## src/rtl/dkc_pkg.sv

```systemverilog
package dkc_pkg;
  localparam int STW = 18;
  localparam int B_SUM  = 17;
  localparam int B_NED  = 10;
  localparam int B_PGE  = 8;
  localparam int B_DONE = 7;
  localparam int B_IE   = 0;

  typedef enum logic [3:0] {
    C_NONE, C_SKIP, C_RESET, C_FCLR, C_FXOR, C_GO, C_LDBUF, C_LDLO, C_LDHI,
    C_RDBUF, C_RDLO, C_RDHI, C_RDSTA, C_CLRSTA
  } cmd_e;

  // commands refused (and flagged) while the engine is busy
  function automatic logic guarded(input cmd_e c);
    return !(c == C_NONE || c == C_SKIP || c == C_RESET);
  endfunction

  // normalize a raw status word: clear summary and spare bits, recompute summary
  function automatic logic [STW-1:0] norm(input logic [STW-1:0] raw);
    logic [STW-1:0] r;
    r = raw;
    r[B_SUM] = 1'b0;
    r[6:3] = 4'b0;
    r[B_SUM] = |r[16:10];
    return r;
  endfunction
endpackage

```

## src/rtl/dkc_decode.sv

```systemverilog
module dkc_decode
  import dkc_pkg::*;
#(
  parameter int DEV_W = 6,
  parameter logic [DEV_W-1:0] DEV_MAIN = 6'o70,
  parameter logic [DEV_W-1:0] DEV_AUX  = 6'o72
) (
  input  logic             stb,
  input  logic [DEV_W-1:0] dev,
  input  logic [2:0]       op,
  output cmd_e             cmd
);
  always_comb begin
    cmd = C_NONE;
    if (stb && dev == DEV_MAIN) begin
      case (op)
        3'd0: cmd = C_SKIP;
        3'd1: cmd = C_RESET;
        3'd2: cmd = C_FCLR;
        3'd3: cmd = C_FXOR;
        3'd4: cmd = C_GO;
        3'd5: cmd = C_LDBUF;
        3'd6: cmd = C_LDLO;
        default: cmd = C_LDHI;
      endcase
    end else if (stb && dev == DEV_AUX) begin
      case (op)
        3'd0: cmd = C_RDBUF;
        3'd1: cmd = C_RDLO;
        3'd2: cmd = C_RDHI;
        3'd3: cmd = C_RDSTA;
        3'd4: cmd = C_CLRSTA;
        default: cmd = C_NONE;
      endcase
    end
  end
endmodule

```

## src/rtl/dkc_status.sv

```systemverilog
module dkc_status
  import dkc_pkg::*;
(
  input  logic           clk,
  input  logic           rst_n,
  input  cmd_e           cmd_i,
  input  logic [2:0]     acc_i,
  input  logic           busy_i,
  input  logic [7:0]     evt_err_i,
  input  logic           evt_done_i,
  output logic [STW-1:0] sta_q,
  output logic           go_q,
  output logic           abort_q
);
  logic [STW-1:0] raw, sta_d;
  logic go_d, abort_d;

  always_comb begin
    raw = sta_q;
    go_d = 1'b0;
    abort_d = 1'b0;
    if (cmd_i == C_RESET) begin
      raw = '0;
      abort_d = 1'b1;
    end else begin
      if (busy_i && guarded(cmd_i)) begin
        raw[B_PGE] = 1'b1;
      end else begin
        case (cmd_i)
          C_FCLR:   raw[2:0] = 3'b0;
          C_FXOR:   raw[2:0] = raw[2:0] ^ acc_i;
          C_CLRSTA: raw = '0;
          C_GO:     go_d = (raw[2:1] != 2'b0);
          default:  ;
        endcase
      end
      raw[16:9] = raw[16:9] | evt_err_i;
      if (evt_done_i) raw[B_DONE] = 1'b1;
    end
    sta_d = norm(raw);
  end

  always_ff @(posedge clk) begin
    if (!rst_n) begin
      sta_q <= '0;
      go_q <= 1'b0;
      abort_q <= 1'b0;
    end else begin
      sta_q <= sta_d;
      go_q <= go_d;
      abort_q <= abort_d;
    end
  end

  AST_BUSY_SETS_PGE: assert property (@(posedge clk) disable iff (!rst_n)
    busy_i && guarded(cmd_i) |=> sta_q[B_PGE]);
  AST_BUSY_FUNC_HOLD: assert property (@(posedge clk) disable iff (!rst_n)
    busy_i && cmd_i != C_RESET |=> $stable(sta_q[2:0]));
  AST_ABORT_CLEARS: assert property (@(posedge clk) disable iff (!rst_n)
    abort_q |-> sta_q == '0);
  AST_GO_NEEDS_FUNC: assert property (@(posedge clk) disable iff (!rst_n)
    go_q |-> $past(sta_q[2:1] != 2'b0 && !busy_i));
  AST_DONE_STICKY: assert property (@(posedge clk) disable iff (!rst_n)
    sta_q[B_DONE] && cmd_i != C_RESET && cmd_i != C_CLRSTA |=> sta_q[B_DONE]);
endmodule

```

## src/rtl/dkc_addrbuf.sv

```systemverilog
module dkc_addrbuf
  import dkc_pkg::*;
#(
  parameter int HI_W = 3
) (
  input  logic                clk,
  input  logic                rst_n,
  input  cmd_e                cmd_i,
  input  logic                busy_i,
  input  logic [STW-1:0]      acc_i,
  output logic [STW+HI_W-1:0] addr_q,
  output logic [STW-1:0]      buf_q
);
  always_ff @(posedge clk) begin
    if (!rst_n || cmd_i == C_RESET) begin
      addr_q <= '0;
      buf_q <= '0;
    end else if (!busy_i) begin
      case (cmd_i)
        C_LDLO:  addr_q[STW-1:0] <= acc_i;
        C_LDHI:  addr_q[STW+HI_W-1:STW] <= acc_i[HI_W-1:0];
        C_LDBUF: buf_q <= acc_i;
        default: ;
      endcase
    end
  end

  AST_ADDR_HOLD_BUSY: assert property (@(posedge clk) disable iff (!rst_n)
    busy_i && cmd_i != C_RESET |=> $stable(addr_q) && $stable(buf_q));
endmodule

```

## src/rtl/dkc_regfile.sv

```systemverilog
module dkc_regfile
  import dkc_pkg::*;
#(
  parameter int DEV_W = 6,
  parameter logic [DEV_W-1:0] DEV_MAIN = 6'o70,
  parameter logic [DEV_W-1:0] DEV_AUX  = 6'o72,
  parameter int HI_W = 3
) (
  input  logic                clk,
  input  logic                rst_n,
  input  logic                cmd_stb,
  input  logic [DEV_W-1:0]    cmd_dev,
  input  logic [2:0]          cmd_op,
  input  logic [STW-1:0]      acc_i,
  input  logic                busy_i,
  input  logic [7:0]          evt_err_i,
  input  logic                evt_done_i,
  output logic [STW-1:0]      rd_data_o,
  output logic                skip_o,
  output logic                irq_o,
  output logic                go_o,
  output logic                abort_o,
  output logic [1:0]          func_o,
  output logic [STW+HI_W-1:0] addr_o
);
  cmd_e cmd;
  logic [STW-1:0] sta, bufv, rd_sta, rd_hi;

  dkc_decode #(.DEV_W(DEV_W), .DEV_MAIN(DEV_MAIN), .DEV_AUX(DEV_AUX)) u_dec (
    .stb(cmd_stb), .dev(cmd_dev), .op(cmd_op), .cmd(cmd));

  dkc_status u_sta (
    .clk(clk), .rst_n(rst_n), .cmd_i(cmd), .acc_i(acc_i[2:0]), .busy_i(busy_i),
    .evt_err_i(evt_err_i), .evt_done_i(evt_done_i),
    .sta_q(sta), .go_q(go_o), .abort_q(abort_o));

  dkc_addrbuf #(.HI_W(HI_W)) u_ab (
    .clk(clk), .rst_n(rst_n), .cmd_i(cmd), .busy_i(busy_i), .acc_i(acc_i),
    .addr_q(addr_o), .buf_q(bufv));

  always_comb begin
    rd_sta = sta;
    if (busy_i) rd_sta[B_PGE] = 1'b1;
    rd_sta = norm(rd_sta);
    rd_hi = '0;
    rd_hi[HI_W-1:0] = addr_o[STW+HI_W-1:STW];
    rd_hi[HI_W] = sta[B_NED];
    case (cmd)
      C_RDBUF: rd_data_o = bufv;
      C_RDLO:  rd_data_o = addr_o[STW-1:0];
      C_RDHI:  rd_data_o = rd_hi;
      C_RDSTA: rd_data_o = rd_sta;
      default: rd_data_o = '0;
    endcase
  end

  assign skip_o = sta[B_SUM] | sta[B_DONE];
  assign irq_o  = sta[B_IE] & skip_o;
  assign func_o = sta[2:1];
endmodule

```

## config.mk

```make
export PLATFORM = sky130hd
export DESIGN_NAME = dkc_regfile
export DESIGN_NICKNAME = d
export VERILOG_FILES = /design/src/rtl/dkc_pkg.sv /design/src/rtl/dkc_decode.sv /design/src/rtl/dkc_status.sv /design/src/rtl/dkc_addrbuf.sv /design/src/rtl/dkc_regfile.sv
export SDC_FILE = /design/constraint.sdc
export NUM_CORES = 1
export LEC_CHECK = 0
export ABC_AREA = 1
export CAP_MARGIN = 0
export CORE_MARGIN = 2
export CORE_UTILIZATION = 44
export DETAILED_ROUTE_END_ITERATION = 16
export PLACE_DENSITY = 0.77
export REMOVE_ABC_BUFFERS = 1
export SLEW_MARGIN = 20
export SYNTH_ARGS = -nofsm -noshare
export SYNTH_HDL_FRONTEND = slang
export SYNTH_HIERARCHICAL = 1
export SYNTH_SLANG_ARGS = --single-unit
```

## constraint.sdc

```tcl
create_clock -name clk -period 2.45 [get_ports clk]
set_clock_uncertainty 0.05 [all_clocks]
set_input_delay 0.3675 -clock clk [delete_from_list [all_inputs] [get_ports clk]]
set_output_delay 0.3675 -clock clk [all_outputs]
set_load 0.005 [all_outputs]
```

== Word-level counts from Yosys, hierarchy flattened ==
Index checks and enable logic that the tools add are counted.
Storage, ports and cells
  register bits: 59
  word-level logic and storage cells: 80
Cells by class
  eq/ne operators: 22
  multiplexer cells: 15
  bitwise logic cells: 8
  reductions and logical operators: 24
Operators by type and width (number)
  one-hot mux 18 bit (4 select lines): 1
  one-hot mux 4 bit (7 select lines): 1
  == test 4 bit (second input constant): 6
  2-to-1 mux 8 bit: 3
  one-hot mux 4 bit (5 select lines): 1
  2-to-1 mux 17 bit: 1
  == test 4 x 3 -> 1 bit (second input constant): 4
  2-to-1 mux 14 bit: 1
  OR reduction 7 bit: 2
  == test 6 bit (second input constant): 2
  AND reduction 2 bit: 5
  == test 3 bit (second input constant): 3
  == test 4 x 2 -> 1 bit (second input constant): 2
  2-to-1 mux 4 bit: 2
  OR 8 bit: 1
  nonzero test 2 bit: 4
  == test 3 x 2 -> 1 bit (second input constant): 2
  one-hot mux 3 bit (2 select lines): 1
  == test 4 x 1 -> 1 bit (second input constant): 1
  logical NOT 4 bit: 1
  2-to-1 mux 1 bit: 4
  inverter 1 bit: 4
  OR reduction 2 bit: 2
  OR reduction 4 bit: 1
  other kinds (9): 14

== Longest topological paths before layout ==
  depth in word-level cells: 14
  depth in mapped cells: 15

== Cells and area by module ==
The synthesis kept the hierarchy.
By module, submodules not included
  dkc_addrbuf: instances 1, cells each 244, area an instance 1704.1 um2, seq. area each 780.7 um2
  dkc_status: instances 1, cells each 94, area an instance 703.2 um2, seq. area each 320.3 um2
  dkc_regfile: instances 1, cells each 112, area an instance 588.1 um2, seq. area each 0.0 um2
  dkc_decode: instances 1, cells each 33, area an instance 143.9 um2, seq. area each 0.0 um2

== Least setup slack after synthesis ==
OpenSTA, ideal clock, no wires.
  path kind: input -> output
  start point: in cmd_dev[2]
  end point: out rd_data_o[8]
  data arrival time: 2.009 ns
  slack: 0.024 ns
  stages: 10
  buffers on the path: 1
  cells stage by stage: inv_1 nand2_1 nor2_2 o211ai_1 nor2_1 inv_2 nor2_4 buf_6 nand3_1 nand3_1
Between the ends
  word-level cells in the longest chain between the ends: 6
  elaborated cells on any way between the ends: 11
RTL lines
  start: declaration: line dkc_regfile.sv:12  | input logic [DEV_W-1:0] cmd_dev,
  == test 6 bit: line dkc_decode.sv:26  | end else if (stb && dev == DEV_AUX) begin
  logical AND 1 bit: line dkc_decode.sv:26
  2-to-1 mux 4 bit: line dkc_decode.sv:26
  2-to-1 mux 4 bit *: line dkc_decode.sv:15  | if (stb && dev == DEV_MAIN) begin
  via cmd[0]: line dkc_regfile.sv:26  | cmd_e cmd;
  == test 4 bit: line dkc_regfile.sv:48  | case (cmd)
  one-hot mux 18 bit (4 select lines) *: line dkc_regfile.sv:48
  end: declaration: line dkc_regfile.sv:18  | output logic [STW-1:0] rd_data_o,
Mark *: on every way through the listed nets, which the timed path passes. The rest lies on a longest branch.

== Worst setup path after layout ==
  start point: in cmd_dev[2]
  end point: out rd_data_o[17]
The elaborated chain is that of the path after synthesis.

==> flow_summary.ini <==
[placement]
port_buffers = 84
dp_slack_ns = -0.639
routabilityCongestion = 0.888
hpwlAfterDp_um = 6360

[grt]
grt_pass1_vias = 3407
gr-total-overflow = 0
antenna_found_initial = 0
grt_use_total = 0.258
grt_pass1_wl_um = 15700
grt_start_max_net_pins = 23

[sta]
worst_pin_slew_ns = 0.288
relSlewSlack = 0.807
max_freq_mhz = 414
finalHoldViolCount = 0
finalMaxSlewViolations = 0
fin_ws_ns = 0.0365
setup_viol = 0
timing.final.crit_share = 0.985
min_period_ns = 2.41

[critical_path]
cp-startpoint = cmd_dev[2]
crit_path_end_kind = primary output
path_class = in2out
r2r_start = u_sta/sta_q[10]
path_max_fanout = 3
cp-start-kind = input port
critPathRequiredTime_ns = 2.03
cp_data_arrival_time_ns = 2.00

[final_layout]
diodes = 0
fin_nets = 657
drive_gt1_frac = 0.246
mostFrequentLayoutCells = 98 x nor2_1, 91 x nand2_1, 86 x nand3_1
fill_cells = 531
syn_to_final_growth_pct = 53.7
mostFrequentLayoutCell = nor2_1

[detailed_routing]
wl_met3_um = 660
viasPerCell = 5.13
first_iter_violations = 244
top_layer_used = met4
wl_per_cell_um = 14.0
dr_wl_met2_um = 4930
antenna_left = 0
firstDrtPassIters = 5
wirelength_met1_um = 4140
wl_um = 10000
drcViolationCount = 0
vias = 3662

[power_and_ir_drop]
finalPower_uw = 1630
p_per_area_mw_per_mm2 = 342
p_sw_uw = 418
power.internal_uw = 1220
power_frac_seq = 0.562
p_leak_uw = 0.00223
ir_drop_mv = 0.250
pwr-share-comb = 0.120
switching_share = 0.256
power_frac_clock = 0.319

[die]
dieWidth_um = 88.0
core_mm2 = 0.00679
rows = 30
ioPinCount = 85
die_h_um = 88.0
initial_utilization = 0.457
die_area_mm2 = 0.00775

[worst_hold_path]
hold_path.class = reg2reg
hp-start = u_ab/buf_q[8]

[run]
drv_cap = 0

[clock_network]
clockBufferDepth = 2
cts_tree = yes
htree_levels = 2
clkSinkCount = 55
clk_pin_slew_ns = 0.10
root_buffer = clkbuf_8
numCtsBuffers = 5
clk_latency_ns = 0.31

[synthesis]
synthCells = 478
synthesis.area_mm2 = 0.00311
avgSynthCellArea_um2 = 6.50
yosys_warnings = 6

[outcome]
status = finished, final reports clean
-- what timing repair did --
action,4_1_cts,5_1_grt
gates resized for setup,123,26
buffers inserted,25,6
pin swaps,21,14
gates cloned,4,0
hold buffers,0,0
setup endpoints to repair,18,17
-- stage by stage --
| step | hold WS [ns] | util | TNS (ns) | area [um^2] | cells |
|---|---|---|---|---|---|
| after global routing | 0.465 | 0.703 | -0.155 | 4770 | 714 |
| final | 0.443 | 0.703 | 0 | 4770 | 714 |
| after floorplan | 0.406 | - | -22.26 | 2960 | 459 |
| after CTS | 0.441 | 0.699 | 0 | 4750 | 708 |
| after detailed placement | 0.423 | 0.633 | -15.54 | 4300 | 672 |
| after global placement | 0.411 | 0.633 | -15.03 | 4300 | 672 |
-- power groups by stage --
stage | Sequential (uW) | Combinational (uW) | Clock, uW
after global placement | 937 | 179 | 0
after global routing | 919 | 213 | 560
final | 918 | 196 | 520
after detailed placement | 937 | 183 | 0
after CTS | 917 | 191 | 529
after floorplan | 933 | 74.1 | 0
-- final cells by class --
| type | instances | area (um^2) | share of cell area |
|---|---|---|---|
| inverter | 56 | 218 | 0.0456 |
| timing repair buffer | 151 | 1510 | 0.316 |
| tap | 96 | 120 | 0.0252 |
| clock buffer | 6 | 72.6 | 0.0152 |
| multi-input combinational | 348 | 1740 | 0.364 |
| sequential | 55 | 1100 | 0.231 |
| clock inverter | 2 | 16.3 | 0.00341 |
-- layer usage --
metal,global-route usage,up-vias
met5,0,-
met4,0.0950,0
met3,0.0358,33
met2,0.457,170
met1,0.317,1678
li1,-,1781
-- worst max-delay path, stage by stage --
cell and delay [ns]:
buf_6 0.09, inv_2 0.04, nand2_2 0.05, nor2_4 0.11, o211ai_1 0.13, nor2_1 0.11, buf_4 0.13, buf_12 0.10
inv_6 0.03, nor2_4 0.18, buf_12 0.14, buf_6 0.09, buf_6 0.09, nand3_2 0.07, nand2_2 0.07, inv_1 0.04
nand2_1 0.04, buf_2 0.10
-- final timing paths --
check,to,cells past startpoint,slack [ns]
worst max-delay path,rd_data_o[17],18,0.04
worst min-delay path,u_ab/buf_q[8],2,0.44
worst max register to register,u_sta/sta_q[17],4,1.45
worst min register to register,u_ab/buf_q[8],2,0.44
-- sequential cells by signal (all words and copies together) (netlist names) --
name,cells
u_sta/go_q,1
u_sta/abort_q,1
u_sta/sta_q,14
u_ab/addr_q,21
u_ab/buf_q,18
(Power assumes the default switching activity.)
